File: config.mk
export PLATFORM = sky130hd
export DESIGN_NAME = adm_link
export DESIGN_NICKNAME = d
export VERILOG_FILES = /design/src/rtl/adm_pkg.sv /design/src/rtl/adm_bus_merge.sv /design/src/rtl/adm_master.sv /design/src/rtl/adm_slave.sv /design/src/rtl/adm_link.sv
export SDC_FILE = /design/constraint.sdc
export NUM_CORES = 1
export LEC_CHECK = 0
export BUFFER_PORTS_ARGS = -buffer_cell sky130_fd_sc_hd__clkbuf_2
export CAP_MARGIN = 20
export CORE_MARGIN = 2
export CORE_UTILIZATION = 40
export DETAILED_ROUTE_END_ITERATION = 7
export GPL_TIMING_DRIVEN = 0
export PLACE_DENSITY_LB_ADDON = 0.05
export SETUP_SLACK_MARGIN = 0.4
export SLEW_MARGIN = 30
export SYNTH_ARGS = -nofsm -noshare
export SYNTH_HDL_FRONTEND = slang
export SYNTH_SLANG_ARGS = --single-unit
File: constraint.sdc
create_clock -name clk -period 2.25 [get_ports clk]
set_input_delay 0.225 -clock clk [delete_from_list [all_inputs] [get_ports clk]]
set_output_delay 0.225 -clock clk [all_outputs]
set_load 0.02 [all_outputs]
File: src/rtl/adm_pkg.sv
package adm_pkg;
   localparam int HDR_LEN_W = 4;
   localparam int HDR_W     = HDR_LEN_W + 1;

   typedef enum logic [2:0] {
      M_IDLE, M_ADDR, M_TURN, M_WR, M_RD
   } mst_e;

   typedef enum logic [2:0] {
      S_IDLE, S_TURN, S_WR, S_RD
   } slv_e;
endpackage

File: src/rtl/adm_bus_merge.sv
module adm_bus_merge #(
   parameter int LW = 16
) (
   input  logic          clk,
   input  logic          rst_n,
   input  logic          m_oe,
   input  logic          m_ale,
   input  logic          m_ds,
   input  logic          m_rw,
   input  logic          m_last,
   input  logic [LW-1:0] m_ad,
   input  logic [LW-1:0] m_ext,
   input  logic          s_oe,
   input  logic          s_ds,
   input  logic          s_last,
   input  logic [LW-1:0] s_ad,
   input  logic [LW-1:0] s_ext,
   output logic          b_ale,
   output logic          b_ds,
   output logic          b_rw,
   output logic          b_last,
   output logic [LW-1:0] b_ad,
   output logic [LW-1:0] b_ext
);
   assign b_ale  = m_ale;
   assign b_rw   = m_rw;
   assign b_ds   = (m_oe & m_ds) | (s_oe & s_ds);
   assign b_last = (m_oe & m_last) | (s_oe & s_last);
   assign b_ad   = m_oe ? m_ad  : (s_oe ? s_ad  : '0);
   assign b_ext  = m_oe ? m_ext : (s_oe ? s_ext : '0);


   one_driver_chk: assert property (@(posedge clk) disable iff (!rst_n)
      !(m_oe && s_oe));

   no_overlap_chk: assert property (@(posedge clk) disable iff (!rst_n)
      !(b_ale && b_ds));
endmodule

File: src/rtl/adm_master.sv
module adm_master
   import adm_pkg::*;
#(
   parameter int AW      = 32,
   parameter int DW      = 32,
   parameter int LW      = 16,
   parameter int WIDE_EN = 1
) (
   input  logic                 clk,
   input  logic                 rst_n,
   input  logic                 cmd_valid,
   output logic                 cmd_ready,
   input  logic                 cmd_read,
   input  logic [AW-1:0]        cmd_addr,
   input  logic [HDR_LEN_W-1:0] cmd_len,
   input  logic                 cmd_wide,
   input  logic [DW-1:0]        wd_data,
   output logic                 wd_pop,
   output logic                 rd_valid,
   output logic [DW-1:0]        rd_data,
   output logic                 rd_last,
   output logic                 cmd_done,
   output logic                 m_oe,
   output logic                 m_ale,
   output logic                 m_ds,
   output logic                 m_rw,
   output logic                 m_last,
   output logic [LW-1:0]        m_ad,
   output logic [LW-1:0]        m_ext,
   input  logic                 b_ds,
   input  logic                 b_last,
   input  logic [LW-1:0]        b_ad,
   input  logic [LW-1:0]        b_ext
);
   localparam int   APC     = AW / LW;
   localparam int   UPW     = DW / LW;
   localparam int   AC_W    = $clog2(APC) + 1;
   localparam int   UC_W    = $clog2(UPW) + 2;
   localparam logic WIDE_OK = (WIDE_EN != 0);

   generate
      if (AW % LW != 0) begin : g_bad_aw
         $error("adm_master: AW must be a multiple of LW");
      end
      if (DW % LW != 0) begin : g_bad_dw
         $error("adm_master: DW must be a multiple of LW");
      end
      if (WIDE_EN != 0 && (UPW % 2) != 0) begin : g_bad_wide
         $error("adm_master: wide mode needs an even piece count");
      end
      if (LW < HDR_W) begin : g_bad_hdr
         $error("adm_master: lanes too narrow for header");
      end
   endgenerate

   function automatic logic [DW-1:0] put_w(input logic [DW-1:0] w, input int idx,
                                           input logic [LW-1:0] v);
      logic [DW-1:0] m;
      m = DW'({LW{1'b1}}) << (idx * LW);
      return (w & ~m) | (DW'(v) << (idx * LW));
   endfunction

   mst_e                 st;
   logic [AC_W-1:0]      apc;
   logic [UC_W-1:0]      up;
   logic [HDR_LEN_W-1:0] wcnt, a_len;
   logic [AW-1:0]        a_addr;
   logic                 a_read, a_wide;
   logic [DW-1:0]        rhold, merged;
   logic                 done_q, rv_q, rl_q;
   logic [DW-1:0]        rd_q;
   logic                 wide_eff, eow, fin;
   logic [UC_W-1:0]      step;

   assign wide_eff = a_wide & WIDE_OK;
   assign step     = wide_eff ? UC_W'(2) : UC_W'(1);
   assign eow      = (up + step) == UC_W'(UPW);
   assign fin      = eow && (wcnt == a_len);

   always_comb begin
      merged = put_w(rhold, int'(up), b_ad);
      if (wide_eff) merged = put_w(merged, int'(up) + 1, b_ext);
   end

   assign cmd_ready = (st == M_IDLE);
   assign m_oe      = (st == M_ADDR) || (st == M_WR);
   assign m_ale     = (st == M_ADDR);
   assign m_ds      = (st == M_WR);
   assign m_rw      = a_read;
   assign m_last    = (st == M_WR) && fin;
   assign wd_pop    = (st == M_WR) && eow;

   always_comb begin
      m_ad  = '0;
      m_ext = '0;
      if (st == M_ADDR) begin
         m_ad = LW'(a_addr >> (int'(apc) * LW));
         if (apc == '0) m_ext = LW'({wide_eff, a_len});
      end else if (st == M_WR) begin
         m_ad = LW'(wd_data >> (int'(up) * LW));
         if (wide_eff) m_ext = LW'(wd_data >> ((int'(up) + 1) * LW));
      end
   end

   always_ff @(posedge clk or negedge rst_n) begin
      if (!rst_n) begin
         st     <= M_IDLE;
         apc    <= '0;
         up     <= '0;
         wcnt   <= '0;
         a_len  <= '0;
         a_addr <= '0;
         a_read <= 1'b0;
         a_wide <= 1'b0;
         rhold  <= '0;
         done_q <= 1'b0;
         rv_q   <= 1'b0;
         rl_q   <= 1'b0;
         rd_q   <= '0;
      end else begin
         done_q <= 1'b0;
         rv_q   <= 1'b0;
         case (st)
            M_IDLE: if (cmd_valid) begin
               st     <= M_ADDR;
               a_addr <= cmd_addr;
               a_len  <= cmd_len;
               a_read <= cmd_read;
               a_wide <= cmd_wide;
               apc    <= '0;
               up     <= '0;
               wcnt   <= '0;
            end
            M_ADDR: begin
               if (apc == AC_W'(APC - 1)) st <= a_read ? M_TURN : M_WR;
               else                       apc <= apc + 1'b1;
            end
            M_TURN: st <= M_RD;
            M_WR: begin
               if (eow) begin
                  up   <= '0;
                  wcnt <= wcnt + 1'b1;
                  if (fin) begin
                     st     <= M_IDLE;
                     done_q <= 1'b1;
                  end
               end else begin
                  up <= up + step;
               end
            end
            M_RD: if (b_ds) begin
               rhold <= merged;
               if (eow) begin
                  up   <= '0;
                  rv_q <= 1'b1;
                  rd_q <= merged;
                  rl_q <= b_last;
                  if (b_last) begin
                     st     <= M_IDLE;
                     done_q <= 1'b1;
                  end
               end else begin
                  up <= up + step;
               end
            end
            default: st <= M_IDLE;
         endcase
      end
   end

   assign cmd_done = done_q;
   assign rd_valid = rv_q;
   assign rd_data  = rd_q;
   assign rd_last  = rl_q;


   turn_quiet_chk: assert property (@(posedge clk) disable iff (!rst_n)
      (st == M_TURN) |-> !b_ds);

   done_after_last_chk: assert property (@(posedge clk) disable iff (!rst_n)
      (st == M_RD && b_ds && b_last) |=> (cmd_done && cmd_ready));
endmodule

File: src/rtl/adm_slave.sv
module adm_slave
   import adm_pkg::*;
#(
   parameter int AW      = 32,
   parameter int DW      = 32,
   parameter int LW      = 16,
   parameter int WIDE_EN = 1
) (
   input  logic          clk,
   input  logic          rst_n,
   input  logic          b_ale,
   input  logic          b_ds,
   input  logic          b_rw,
   input  logic          b_last,
   input  logic [LW-1:0] b_ad,
   input  logic [LW-1:0] b_ext,
   output logic          s_oe,
   output logic          s_ds,
   output logic          s_last,
   output logic [LW-1:0] s_ad,
   output logic [LW-1:0] s_ext,
   output logic [AW-1:0] mem_addr,
   output logic          mem_we,
   output logic          mem_re,
   output logic [DW-1:0] mem_wdata,
   input  logic [DW-1:0] mem_rdata
);
   localparam int   APC     = AW / LW;
   localparam int   UPW     = DW / LW;
   localparam int   AC_W    = $clog2(APC) + 1;
   localparam int   UC_W    = $clog2(UPW) + 2;
   localparam logic WIDE_OK = (WIDE_EN != 0);

   function automatic logic [AW-1:0] put_a(input logic [AW-1:0] w, input int idx,
                                           input logic [LW-1:0] v);
      logic [AW-1:0] m;
      m = AW'({LW{1'b1}}) << (idx * LW);
      return (w & ~m) | (AW'(v) << (idx * LW));
   endfunction

   function automatic logic [DW-1:0] put_w(input logic [DW-1:0] w, input int idx,
                                           input logic [LW-1:0] v);
      logic [DW-1:0] m;
      m = DW'({LW{1'b1}}) << (idx * LW);
      return (w & ~m) | (DW'(v) << (idx * LW));
   endfunction

   slv_e                 st;
   logic [AC_W-1:0]      apc;
   logic [UC_W-1:0]      up;
   logic [HDR_LEN_W-1:0] wcnt, s_len;
   logic                 s_wide;
   logic [AW-1:0]        s_addr;
   logic [DW-1:0]        whold, merged;
   logic                 wide_eff, eow, fin;
   logic [UC_W-1:0]      step;

   assign wide_eff = s_wide & WIDE_OK;
   assign step     = wide_eff ? UC_W'(2) : UC_W'(1);
   assign eow      = (up + step) == UC_W'(UPW);
   assign fin      = eow && (wcnt == s_len);

   always_comb begin
      merged = put_w(whold, int'(up), b_ad);
      if (wide_eff) merged = put_w(merged, int'(up) + 1, b_ext);
   end

   assign s_oe      = (st == S_RD);
   assign s_ds      = (st == S_RD);
   assign s_last    = (st == S_RD) && fin;
   assign s_ad      = LW'(mem_rdata >> (int'(up) * LW));
   assign s_ext     = wide_eff ? LW'(mem_rdata >> ((int'(up) + 1) * LW)) : '0;
   assign mem_addr  = s_addr;
   assign mem_re    = (st == S_RD);
   assign mem_we    = (st == S_WR) && b_ds && eow;
   assign mem_wdata = merged;

   always_ff @(posedge clk or negedge rst_n) begin
      if (!rst_n) begin
         st     <= S_IDLE;
         apc    <= '0;
         up     <= '0;
         wcnt   <= '0;
         s_len  <= '0;
         s_wide <= 1'b0;
         s_addr <= '0;
         whold  <= '0;
      end else begin
         case (st)
            S_IDLE: if (b_ale) begin
               s_addr <= put_a(s_addr, int'(apc), b_ad);
               if (apc == '0) begin
                  s_wide <= b_ext[HDR_LEN_W];
                  s_len  <= b_ext[HDR_LEN_W-1:0];
               end
               if (apc == AC_W'(APC - 1)) begin
                  apc  <= '0;
                  up   <= '0;
                  wcnt <= '0;
                  st   <= b_rw ? S_TURN : S_WR;
               end else begin
                  apc <= apc + 1'b1;
               end
            end
            S_TURN: st <= S_RD;
            S_RD: begin
               if (eow) begin
                  up     <= '0;
                  wcnt   <= wcnt + 1'b1;
                  s_addr <= s_addr + 1'b1;
                  if (fin) st <= S_IDLE;
               end else begin
                  up <= up + step;
               end
            end
            S_WR: if (b_ds) begin
               whold <= merged;
               if (eow) begin
                  up     <= '0;
                  s_addr <= s_addr + 1'b1;
               end else begin
                  up <= up + step;
               end
               if (b_last) st <= S_IDLE;
            end
            default: st <= S_IDLE;
         endcase
      end
   end


   addr_when_idle_chk: assert property (@(posedge clk) disable iff (!rst_n)
      b_ale |-> (st == S_IDLE));

   last_on_word_chk: assert property (@(posedge clk) disable iff (!rst_n)
      (st == S_WR && b_ds && b_last) |-> eow);
endmodule

File: src/rtl/adm_link.sv
module adm_link
   import adm_pkg::*;
#(
   parameter int AW      = 32,
   parameter int DW      = 32,
   parameter int LW      = 16,
   parameter int WIDE_EN = 1
) (
   input  logic                 clk,
   input  logic                 rst_n,
   input  logic                 cmd_valid,
   output logic                 cmd_ready,
   input  logic                 cmd_read,
   input  logic [AW-1:0]        cmd_addr,
   input  logic [HDR_LEN_W-1:0] cmd_len,
   input  logic                 cmd_wide,
   input  logic [DW-1:0]        wd_data,
   output logic                 wd_pop,
   output logic                 rd_valid,
   output logic [DW-1:0]        rd_data,
   output logic                 rd_last,
   output logic                 cmd_done,
   output logic [AW-1:0]        mem_addr,
   output logic                 mem_we,
   output logic                 mem_re,
   output logic [DW-1:0]        mem_wdata,
   input  logic [DW-1:0]        mem_rdata,
   output logic                 bus_ale,
   output logic                 bus_ds,
   output logic                 bus_rw,
   output logic                 bus_last,
   output logic [LW-1:0]        bus_ad,
   output logic [LW-1:0]        bus_ext
);
   logic          m_oe, m_ale, m_ds, m_rw, m_last;
   logic [LW-1:0] m_ad, m_ext;
   logic          s_oe, s_ds, s_last;
   logic [LW-1:0] s_ad, s_ext;

   adm_master #(.AW(AW), .DW(DW), .LW(LW), .WIDE_EN(WIDE_EN)) u_mst (
      .clk(clk), .rst_n(rst_n),
      .cmd_valid(cmd_valid), .cmd_ready(cmd_ready), .cmd_read(cmd_read),
      .cmd_addr(cmd_addr), .cmd_len(cmd_len), .cmd_wide(cmd_wide),
      .wd_data(wd_data), .wd_pop(wd_pop),
      .rd_valid(rd_valid), .rd_data(rd_data), .rd_last(rd_last), .cmd_done(cmd_done),
      .m_oe(m_oe), .m_ale(m_ale), .m_ds(m_ds), .m_rw(m_rw), .m_last(m_last),
      .m_ad(m_ad), .m_ext(m_ext),
      .b_ds(bus_ds), .b_last(bus_last), .b_ad(bus_ad), .b_ext(bus_ext)
   );

   adm_slave #(.AW(AW), .DW(DW), .LW(LW), .WIDE_EN(WIDE_EN)) u_slv (
      .clk(clk), .rst_n(rst_n),
      .b_ale(bus_ale), .b_ds(bus_ds), .b_rw(bus_rw), .b_last(bus_last),
      .b_ad(bus_ad), .b_ext(bus_ext),
      .s_oe(s_oe), .s_ds(s_ds), .s_last(s_last), .s_ad(s_ad), .s_ext(s_ext),
      .mem_addr(mem_addr), .mem_we(mem_we), .mem_re(mem_re),
      .mem_wdata(mem_wdata), .mem_rdata(mem_rdata)
   );

   adm_bus_merge #(.LW(LW)) u_bus (
      .clk(clk), .rst_n(rst_n),
      .m_oe(m_oe), .m_ale(m_ale), .m_ds(m_ds), .m_rw(m_rw), .m_last(m_last),
      .m_ad(m_ad), .m_ext(m_ext),
      .s_oe(s_oe), .s_ds(s_ds), .s_last(s_last), .s_ad(s_ad), .s_ext(s_ext),
      .b_ale(bus_ale), .b_ds(bus_ds), .b_rw(bus_rw), .b_last(bus_last),
      .b_ad(bus_ad), .b_ext(bus_ext)
   );
endmodule

==> summary.md, run 1 <==
| Metric | Value |
|---|---|
| DR vias/cell | `6.290` |
| Vias in the first global route | `13.33k` |
| Failing checks | `negative setup slack` |
| Post-synth EDFFs | `0` |
| Clk_lat worst skew | `0.45 ns` |
| Area of the die | `31,740 um2` |
| Predominant post-synthesis flop cell | `dfrtp_1` |
| Max_slew headroom | `46.49%` |
| FF-to-FF Start | `u_slv.up[0]` |
| Worst setup endpoint | `mem_wdata[6]` |
| Tmin final | `2.788 ns` |
| Register area share after synthesis | `40.63%` |
| Mapped Avg Cell Area | `8.870 um2` |
| Clock Tree Root | `clkbuf_16` |
| Via count | `14.85k` |
| Initial antenna violation count | `1` |
| HPWL after DPL | `36.26 mm` |
| Data arrival, critical path | `2.56 ns` |
| RSZ-0062 raised after global routing | `yes` |
| Commonest non-fill, non-tap cell in the layout | `dfrtp_1` |
| Synthesized instance count | `1,368` |
| Max Transition Viols Final | `0` |
| Cell Pwr Density | `1813 nW/um2` |
| Placer Congestion | `0.9057` |
| Worst-Margin Slew | `0.8026 ns` |
| GRT Total Usage | `34.48%` |
| 1st-iter DRT viols | `1,660` |
| Area Overhead vs Synth | `81.16%` |
| Reg2reg end | `u_slv.mem_addr[19]` |
| Netlist cell types | `82` |
| Worst hold slack | `0.006275 ns` |
| Detailed Route WL | `60.92 mm` |
| Tcrit/Tclk final | `123.9%` |
| Io pins | `244` |
| CTS Sinks | `197` |
| Syn nets | `1,484` |
| Max FO, Critical Path | `6` |
| Initial core utilization | `40.83%` |
| Setup-failing EPs final | `191` |
| Wire per inst | `25.80 um` |
| IO buf count | `243` |
| Pin count of the biggest net entering global routing | `74` |
| Leak pwr | `9.428 nW` |
| Row cnt | `63` |
| Share of layout cells above drive strength 1 | `56.85%` |
| Launch point of the critical path | `u_slv.up[0]` |
| Most frequent cells in the layout | `dfrtp_1, clkbuf_2, buf_6, buf_4, nor2_1` |
| Die Ht | `178.2 um` |
| Nets@finish | `2,073` |
| Clk_skew | `0.008359 ns` |
| Die width | `178.2 um` |
| Htree depth | `4` |
| Maximum vdd drop | `1115 uV` |
| Ys Warns | `0` |
| Worst reg2reg path depth | `11` |
| CTS Buf Count | `17` |
| Crit end category | `output pin` |
| Synthesized flop and latch total | `197` |
| Synth Cell Area | `12,130 um2` |
| CTS tree | `yes` |
| GRT Residual Overflow | `0` |
| Critical path data required time | `2.03 ns` |
| CTS clock-pin slew for the worst setup and hold paths | `0.07 ns` |
| Status | `complete, but fails checks` |
| Share of flip-flops with an asynchronous set or reset | `100.0%` |
| DRT Pass-1 Iters | `8` |
| First-pass GRT wire length | `81.26 mm` |
| Core ar. | `29,720 um2` |
| WS Path Type | `reg2out` |
| Slowest stage cell, crit path | `dfrtp_2` |
| Max Clock Freq | `0.3587 GHz` |
| Reg2Reg Setup Slack | `-0.41 ns` |
| Critical Path Max Stage Delay | `0.46 ns` |
| Max-Cap Viols | `0` |
| DRC viols | `0` |
| Fin worst setup slack | `-0.5377 ns` |
| HP Class | `in2reg` |
| Post-route cell area | `21,980 um2` |
| Crit-path cells | `buf_4 -> or3_1 -> clkbuf_2 -> or3_1 -> a31oi_2 -> buf_4` |
| Placed Area | `14,930 um2` |
| Crit start category | `register` |
| Clock Path Buffers | `2` |
| Final hold violations | `0` |
| Post-route antenna net violation count | `0` |
-- area by class of cell --
cell class,instances,area [um2]
antenna,1,2.502
buffer,126,1409
clock buffer,22,464.2
clock inverter,10,146.4
fill,1954,7735
inverter,21,107.6
multi-input combinational,1024,9039
sequential,197,4941
tap,390,488.0
timing repair buffer,570,5385
-- Yosys cell counts, types with 4 or more instances --
library cell,count,area [um2]
a211oi_1,27,202.7
a21o_1,5,37.54
a21oi_1,78,390.4
a221o_1,14,140.1
a221oi_1,9,78.83
a22oi_1,21,157.7
a2bb2oi_1,6,52.55
a311oi_1,4,35.03
a31oi_1,46,287.8
and2_1,8,50.05
and3_1,24,150.1
and3b_1,9,78.83
and4_1,6,52.55
buf_1,9,33.78
buf_2,56,280.3
buf_4,10,75.07
clkbuf_1,49,183.9
dfrtp_1,197,4930
ha_1,9,112.6
inv_1,19,71.32
mux2_2,40,450.4
mux2i_1,65,650.6
nand2_1,129,484.2
nand2b_1,14,87.58
nand3_1,30,150.1
nand4_1,24,150.1
nor2_1,155,581.8
nor2b_1,4,25.02
nor3_1,35,175.2
nor4_1,11,68.82
o211ai_1,8,60.06
o21a_1,7,52.55
o21ai_0,66,330.3
o21ai_1,4,20.02
o21ai_2,9,78.83
o22ai_1,54,337.8
o31ai_1,7,52.55
o32ai_1,6,52.55
or3_1,9,56.30
xnor2_1,7,61.31
xor2_1,14,122.6
-- sequential cells by signal, indices dropped and copies added (netlist names), 2 cells and up --
register	cells
u_mst.a_addr	32
u_mst.a_len	4
u_slv.apc	2
u_mst.up	3
u_slv.s_len	4
u_slv.st	2
u_slv.mem_addr	32
u_slv.up	3
u_mst.wcnt	4
u_mst.rhold	32
u_mst.apc	2
u_slv.wcnt	4
u_mst.st	3
u_mst.rd_data	32
u_slv.whold	32
-- where the power goes --
part / total [mW] / switching (mW) / internal, mW
logic: 30.1 / 15.7 / 14.4
clock network: 3.34 / 1.51 / 1.83
registers: 6.41 / 1.39 / 5.01
total: 39.9 / 18.6 / 21.2
-- metal layers --
metal  part of all wire [%]  GRT usage [%]  vias to the layer above
li1                       -              -                     6248
met1                     38          46.33                     7384
met2                     46          54.72                      989
met3                     10          5.669                      230
met4                    6.0          15.45                        0
met5                      0              0                        -
-- how the worst min path moves through the flow --
stage / depth (start not counted) / slack (ns) / endpoint / from
2_1_floorplan: 0 / -0.07 / u_mst.a_addr[0] / rst_n
3_3_place_gp: 3 / 0.45 / u_mst.a_wide / cmd_wide
3_5_place_dp: 1 / 0.22 / u_slv.s_len[3] / rst_n
4_1_cts: 2 / 0.0005 / u_mst.a_addr[18] / cmd_addr[18]
5_1_grt: 2 / 0.007 / u_mst.a_addr[21] / cmd_addr[21]
6_report: 2 / 0.006 / u_mst.a_addr[18] / cmd_addr[18]
-- stage by stage --
| stage | setup TNS, ns | total power [mW] | worst slack, ns | utilization, % | instances |
|---|---|---|---|---|---|
| after CTS | -42.94 | 32.50 | -0.4869 | 62.33 | 2208 |
| after floorplan | -0.1839 | 18.03 | -0.02911 | - | 1368 |
| final | -55.33 | 39.85 | -0.5377 | 73.97 | 2361 |
| after global placement | -683.82 | 23.59 | -3.666 | 50.02 | 2001 |
| after detailed placement | -53.19 | 23.76 | -0.5652 | 50.23 | 2003 |
| after global routing | -68.99 | 41.17 | -0.5938 | 73.97 | 2361 |
-- critical path, delay by kind of cell, from the launching register on --
family | cells | cell delay [ns]
compound gates | 1 | 0.23
simple gates | 2 | 0.82
buf+inv | 3 | 0.60
flops | 1 | 0.46
-- kinds of logic (layout without fill, tap and decap cells) --
logic type	Yosys count	count (layout)	share of synthesized area, %
fa+ha+maj	11	11	1.258
xor+xnor	21	21	1.516
compound gates	403	403	22.12
other cells	0	1	0
mux	105	105	9.074
flops	197	197	40.63
buf+inv	147	749	5.599
simple gates	484	484	19.81
-- what timing repair did --
item / 4_1_cts / 5_1_grt
endpoints found under the setup margin: 258 / 261
hold buffers: 8 / 0
cloned: 7 / 7
gates resized for setup: 381 / 578
pin swaps: 70 / 132
setup buffers: 158 / 145
hold endpoints to repair: 60 / 0
Power figures use the tool's default switching activity.
==> run 2: changes to the inputs <==
--- a/config.mk
+++ b/config.mk
@@ -13,6 +13,7 @@
 export GPL_TIMING_DRIVEN = 0
 export PLACE_DENSITY_LB_ADDON = 0.05
 export SETUP_SLACK_MARGIN = 0.4
+export SKIP_LAST_GASP = 1
 export SLEW_MARGIN = 30
 export SYNTH_ARGS = -nofsm -noshare
 export SYNTH_HDL_FRONTEND = slang
==> constraint.sdc (replaced) <==
create_clock -name clk -period 3.05 [get_ports clk]
set_input_delay 0.305 -clock clk [delete_from_list [all_inputs] [get_ports clk]]
set_output_delay 0.305 -clock clk [all_outputs]
set_load 0.02 [all_outputs]
==> summary.md, run 2 (synthesized netlist as in run 1, its figures left out) <==
| Metric | Value |
|---|---|
| Status | `complete, no violations (was complete, but fails checks)` |
| Post-route cell area | `18,290 um2 (was 21,980 um2)` |
| P_sw | `12.03 mW (was 18.61 mW)` |
| 1st-iter DRT viols | `1,397 (was 1,660)` |
| Area of the multi-input gates | `7642 um2 (was 9039 um2)` |
| Io pins | `244 (unchanged)` |
| CTS clock-pin slew for the worst setup and hold paths | `0.08 ns (was 0.07 ns)` |
| Final Power | `24.80 mW (was 39.85 mW)` |
| Storage element area | `4935 um2 (was 4941 um2)` |
| Worst hold slack | `0.07298 ns (was 0.006275 ns)` |
| Data arrival, critical path | `2.69 ns (was 2.56 ns)` |
| Nets@finish | `1,941 (was 2,073)` |
| Initial antenna violation count | `0 (was 1)` |
| Maximum vdd drop | `725.2 uV (was 1115 uV)` |
| Detailed Route WL | `55.90 mm (was 60.92 mm)` |
| Placed Area | `13,950 um2 (was 14,930 um2)` |
| Clk_skew | `0.02349 ns (was 0.008359 ns)` |
| Area Overhead vs Synth | `50.75% (was 81.16%)` |
| DRT Pass-1 Iters | `6 (was 8)` |
| Critical path data required time | `2.74 ns (was 2.03 ns)` |
| HPWL after DPL | `36.60 mm (was 36.26 mm)` |
| Filler cells | `2,521 (was 1,954)` |
| Commonest non-fill, non-tap cell in the layout | `dfrtp_1 (unchanged)` |
| Clk_lat worst skew | `0.47 ns (was 0.45 ns)` |
| Max Transition Viols Final | `0 (unchanged)` |
| Crit end category | `output pin (unchanged)` |
| Clock Tree Root | `clkbuf_16 (unchanged)` |
| Number of diodes | `0 (was 1)` |
| Setup-failing EPs final | `0 (was 191)` |
| Tcrit/Tclk final | `98.06%` |
| Fin worst setup slack | `0.05923 ns (was -0.5377 ns)` |
| Htree depth | `4 (unchanged)` |
| Placer Congestion | `0.9108 (was 0.9057)` |
| Core ar. | `29,720 um2 (unchanged)` |
| Max-Cap Viols | `0 (unchanged)` |
| DRC viols | `0 (unchanged)` |
| Cell Pwr Density | `1356 nW/um2 (was 1813 nW/um2)` |
| Wire per inst | `25.09 um (was 25.80 um)` |
| Max_slew headroom | `40.48% (was 46.49%)` |
| Pin count of the biggest net entering global routing | `62 (was 74)` |
| First-pass GRT wire length | `79.45 mm (was 81.26 mm)` |
| WL met3 | `4.975 mm (was 6.261 mm)` |
| HP Class | `in2reg (unchanged)` |
| Leak pwr | `8.175 nW (was 9.428 nW)` |
| Share of layout cells above drive strength 1 | `42.38% (was 56.85%)` |
| Area of the die | `31,740 um2 (unchanged)` |
| Initial core utilization | `40.83% (unchanged)` |
| Row cnt | `63 (unchanged)` |
| Tmin final | `2.991 ns` |
| Met2 wire length | `24.98 mm (was 27.91 mm)` |
| DR vias/cell | `6.123 (was 6.290)` |
| CTS tree | `yes (unchanged)` |
| Via count | `13.64k (was 14.85k)` |
| Power share of the sequential group | `18.6% (was 16.1%)` |
| Post-route antenna net violation count | `0 (unchanged)` |
| Clk pwr share | `9.4% (was 8.4%)` |
| Core Util, Final | `61.56% (was 73.97%)` |
| Final TNS setup | `0 ns (was -55.33 ns)` |
| Worst-Margin Slew | `0.8879 ns (was 0.8026 ns)` |
| Top Metal Used | `met4 (unchanged)` |
| RSZ-0062 raised after global routing | `yes (unchanged)` |
| GRT Total Usage | `33.93% (was 34.48%)` |
| CTS Sinks | `197 (unchanged)` |
| Die width | `178.2 um (unchanged)` |
| Final hold violations | `0 (unchanged)` |
| M1 WL | `23.68 mm (was 23.08 mm)` |
| Most frequent cells in the layout | `dfrtp_1, clkbuf_2, buf_4, nor2_1, nand2_1 (was dfrtp_1, clkbuf_2, buf_6, buf_4, nor2_1)` |
| Place WS | `-0.2371 ns (was -0.5652 ns)` |
| Inst Count DP | `2,004 (was 2,003)` |
| Switching share of power | `48.51% (was 46.71%)` |
| Layout Cells excl Fill | `2,228 (was 2,361)` |
| Crit start category | `register (unchanged)` |
| GRT Residual Overflow | `0 (unchanged)` |
| WS Path Type | `reg2out (unchanged)` |
| Max Clock Freq | `0.3344 GHz` |
| Combinational Power Share | `72.0% (was 75.6%)` |
| Max FO, Critical Path | `8 (was 6)` |
| CTS Buf Count | `17 (unchanged)` |
| IO buf count | `243 (unchanged)` |
| Vias in the first global route | `12.64k (was 13.33k)` |
| Int Power | `12.77 mW (was 21.24 mW)` |
| Die Ht | `178.2 um (unchanged)` |
| Clock Path Buffers | `2 (unchanged)` |
## run 2: worst max-delay path: stages (launching register included)
cell and delay [ns]:
dfrtp_1 0.40, buf_6 0.15, buf_12 0.13, nor3_4 0.33, buf_6 0.18, a221o_1 0.14
and3_1 0.18, buf_8 0.16, nand2_1 0.10, a31oi_1 0.26, buf_4 0.19
## run 2: repair_timing
action,in CTS,in global routing
gates cloned,1,5
setup endpoints to repair,124,121
setup buffers,114,71
pin swaps,55,80
endpoints found under the hold margin,35,0
gates resized for setup,307,320
hold buffers,1,0
## run 2: worst paths after layout
path	start	endpoint	slack, ns	cells after the start
setup / recovery	u_mst.up[1]	mem_wdata[8]	0.06	10
hold / removal	cmd_addr[23]	u_mst.a_addr[23]	0.07	2
setup reg to reg	u_mst.up[1]	u_slv.st[1]	0.41	14
hold reg to reg	u_slv.s_len[2]	u_slv.s_len[2]	0.50	2
max in group asynchronous	rst_n	u_mst.rd_data[12]	1.47	5
min in group asynchronous	rst_n	u_slv.mem_addr[27]	0.32	2
## run 2: area by class of cell
class / count / share of cell area [%]
Buffer: 126 / 5.876
Clock buffer: 20 / 2.551
Clock inverter: 12 / 0.5951
Inverter: 21 / 0.6293
Multi-Input combinational cell: 1024 / 41.78
Sequential cell: 197 / 26.98
Tap cell: 390 / 2.668
Timing Repair Buffer: 438 / 18.93
## run 2: power by group through the flow
stage	clock, mW	combinational (mW)	sequential (mW)
6_report	2.33	17.9	4.62
5_1_grt	2.44	18.7	4.75
4_1_cts	2.33	14.6	4.57
3_5_place_dp	0	11.8	4.62
3_3_place_gp	0	11.7	4.60
2_1_floorplan	0	7.26	4.80
## run 2: per-layer routing
metal | vias up | GRT usage, %
li1 | 5982 | -
met1 | 6794 | 48.15
met2 | 731 | 51.60
met3 | 136 | 6.394
met4 | 0 | 12.20
met5 | - | 0
==> run 3: changes to the inputs <==
--- a/config.mk
+++ b/config.mk
@@ -10,7 +10,6 @@
 export CORE_MARGIN = 2
 export CORE_UTILIZATION = 40
 export DETAILED_ROUTE_END_ITERATION = 7
-export GPL_TIMING_DRIVEN = 0
 export PLACE_DENSITY_LB_ADDON = 0.05
 export SETUP_SLACK_MARGIN = 0.4
 export SKIP_LAST_GASP = 1
==> constraint.sdc (replaced) <==
create_clock -name clk -period 2.5 [get_ports clk]
set_input_delay 0.25 -clock clk [delete_from_list [all_inputs] [get_ports clk]]
set_output_delay 0.25 -clock clk [all_outputs]
set_load 0.02 [all_outputs]
==> summary.md, run 3 (synthesized netlist as in run 1, its figures left out) <==
| Metric | Value |
|---|---|
| Status | `complete, but fails checks (was complete, no violations)` |
| Failing checks | `negative setup slack` |
| Pin count of the biggest net entering global routing | `76 (was 62)` |
| Nets@finish | `2,061 (was 1,941)` |
| CTS Sinks | `197 (unchanged)` |
| Clk_skew | `0.02039 ns (was 0.02349 ns)` |
| Max-Cap Viols | `0 (unchanged)` |
| Crit start category | `register (unchanged)` |
| WS Path Type | `reg2out (unchanged)` |
| Most frequent cells in the layout | `buf_4, dfrtp_1, clkbuf_2, buf_6, nand2_1 (was dfrtp_1, clkbuf_2, buf_4, nor2_1, nand2_1)` |
| Final hold violations | `0 (unchanged)` |
| DR vias/cell | `6.413 (was 6.123)` |
| Post-route antenna net violation count | `0 (unchanged)` |
| GRT Total Usage | `37.58% (was 33.93%)` |
| Io pins | `244 (unchanged)` |
| Tmin final | `2.831 ns` |
| CTS clock-pin slew for the worst setup and hold paths | `0.08 ns (about the same)` |
| Die width | `178.2 um (unchanged)` |
| HP Class | `in2reg (unchanged)` |
| Commonest non-fill, non-tap cell in the layout | `buf_4 (was dfrtp_1)` |
| DRT Pass-1 Iters | `6 (unchanged)` |
| Crit end category | `output pin (unchanged)` |
| Placed Area | `15,300 um2 (was 13,950 um2)` |
| Placer Congestion | `0.9686 (was 0.9108)` |
| Clock Path Buffers | `2 (unchanged)` |
| Tcrit/Tclk final | `113.2%` |
| Met2 wire length | `27.98 mm (was 24.98 mm)` |
| Data arrival, critical path | `2.58 ns (was 2.69 ns)` |
| Number of diodes | `0 (unchanged)` |
| Detailed Route WL | `64.64 mm (was 55.90 mm)` |
| Max_slew headroom | `45.20% (was 40.48%)` |
| Worst-Margin Slew | `0.8144 ns (was 0.8879 ns)` |
| Via count | `15.06k (was 13.64k)` |
| Max FO, Critical Path | `6 (was 8)` |
| GRT Residual Overflow | `0 (unchanged)` |
| WL met3 | `7.158 mm (was 4.975 mm)` |
| Vias in the first global route | `13.74k (was 12.64k)` |
| RSZ-0062 raised after global routing | `yes (unchanged)` |
| Critical path data required time | `2.25 ns (was 2.74 ns)` |
| Htree depth | `4 (unchanged)` |
| Reg2reg end | `u_slv.mem_addr[20] (was u_slv.st[1])` |
| Cell Pwr Density | `1600 nW/um2 (was 1356 nW/um2)` |
| Clk_lat worst skew | `0.48 ns (was 0.47 ns)` |
| Core ar. | `29,720 um2 (unchanged)` |
| Filler cells | `1,903 (was 2,521)` |
| Initial core utilization | `40.83% (unchanged)` |
| 1st-iter DRT viols | `1,862 (was 1,397)` |
| Worst reg2reg path depth | `10 (was 14)` |
| Area of the die | `31,740 um2 (unchanged)` |
| Worst setup endpoint | `mem_wdata[10] (was mem_wdata[8])` |
| Share of layout cells above drive strength 1 | `57.92% (was 42.38%)` |
| Fin worst setup slack | `-0.3307 ns (was 0.05923 ns)` |
| Setup-failing EPs final | `122 (was 0)` |
| Top Metal Used | `met4 (unchanged)` |
| M1 WL | `24.87 mm (was 23.68 mm)` |
| Row cnt | `63 (unchanged)` |
| Maximum vdd drop | `731.6 uV (was 725.2 uV)` |
| Reg2Reg Setup Slack | `-0.19 ns (was 0.41 ns)` |
| IO buf count | `243 (unchanged)` |
| First-pass GRT wire length | `87.66 mm (was 79.45 mm)` |
| CTS Buf Count | `17 (unchanged)` |
| Launch point of the critical path | `u_mst.up[2] (was u_mst.up[1])` |
| CTS tree | `yes (unchanged)` |
| Post-route cell area | `22,440 um2 (was 18,290 um2)` |
| HPWL after DPL | `37.69 mm (was 36.60 mm)` |
| Area Overhead vs Synth | `84.91% (was 50.75%)` |
| Max Transition Viols Final | `0 (unchanged)` |
| Leak pwr | `9.696 nW (was 8.175 nW)` |
| Clock Tree Root | `clkbuf_16 (unchanged)` |
| Initial antenna violation count | `0 (unchanged)` |
| FF-to-FF Start | `u_slv.up[0] (was u_mst.up[1])` |
| DRC viols | `0 (unchanged)` |
| Wire per inst | `27.53 um (was 25.09 um)` |
| Max Clock Freq | `0.3533 GHz` |
| Core Util, Final | `75.50% (was 61.56%)` |
| Die Ht | `178.2 um (unchanged)` |
[run 3: cell types whose count changed in the layout (fill, tap and decap cells not counted), moves of 19 or more]
| cell | before | now |
|---|---|---|
| buf_2 | 19 | 0 |
| o21ai_0 | 47 | 23 |
| o22ai_1 | 50 | 26 |
| clkbuf_1 | 25 | 0 |
| nor3_1 | 29 | 10 |
| a21oi_1 | 72 | 50 |
| nor2_4 | 6 | 49 |
| nor2_1 | 142 | 95 |
| buf_6 | 91 | 160 |
| buf_12 | 17 | 40 |
| buf_4 | 163 | 192 |
| buf_8 | 29 | 65 |
[run 3: how the worst min path moves through the flow]
stage                            start                to  cells after the start
after floorplan                  rst_n   u_mst.a_addr[0]                      0
after global placement           rst_n  u_mst.rd_data[9]                      1
after detailed placement         rst_n  u_mst.rd_data[9]                      1
after CTS                  cmd_addr[6]   u_mst.a_addr[6]                      2
after global routing      cmd_addr[15]  u_mst.a_addr[15]                      2
final                      cmd_addr[6]   u_mst.a_addr[6]                      2
[run 3: worst max-delay path: stages (launching register included)]
cell      delay [ns]
dfrtp_2         0.51
nor3b_4         0.21
buf_6           0.16
buf_6           0.11
buf_16          0.11
a221o_1         0.22
and3_4          0.28
nand2_2         0.10
a31oi_2         0.20
clkbuf_8        0.19
[run 3: repair_timing]
| item | CTS | global route |
|---|---|---|
| endpoints found under the hold margin | 43 | 0 |
| resized for setup | 530 | 393 |
| pin swaps | 129 | 153 |
| setup buffers | 150 | 87 |
| hold buffers | 2 | 0 |
| setup endpoints to repair | 213 | 249 |
| cloned | 35 | 8 |
[run 3: metal layers]
layer,vias to the layer above,track usage (%)
met1,7442,51.49
met3,274,8.824
met5,-,0
met2,1095,54.86
li1,6247,-
met4,0,20.26
[run 3: final cells by class]
type	instances	area [um2]	area share, %
timing repair buffer	682	7068	31.50
clock inverter	15	153.9	0.6859
timing repair inverter	1	8.758	0.03903
sequential	197	4938	22.01
clock buffer	17	425.4	1.896
inverter	21	110.1	0.4907
tap	390	488.0	2.175
multi-input combinational	1025	9245	41.20
[run 3: through the flow]
| stage | cells | worst slack, ns | setup TNS, ns | hold slack [ns] | total power, mW |
|---|---|---|---|---|---|
| 4_1_cts | 2253 | -0.2135 | -11.04 | 0.000009381 | 31.13 |
| 6_report | 2348 | -0.3307 | -16.56 | 0.01207 | 35.90 |
| 5_1_grt | 2348 | -0.3903 | -23.66 | -0.0001959 | 37.08 |
| 3_3_place_gp | 2034 | -0.05657 | -0.1616 | 0.2279 | 22.07 |
| 3_5_place_dp | 2034 | -0.06026 | -0.1936 | 0.2253 | 22.24 |
| 2_1_floorplan | 1368 | 0.1998 | 0 | -0.04559 | 15.72 |
[run 3: power by group]
part           internal (mW)  total [mW]  leakage (nW)  switching [mW]
sequential              4.51        5.85          2.28            1.34
combinational           13.0        27.2          7.13            14.2
clock                   1.34        2.86         0.286            1.52
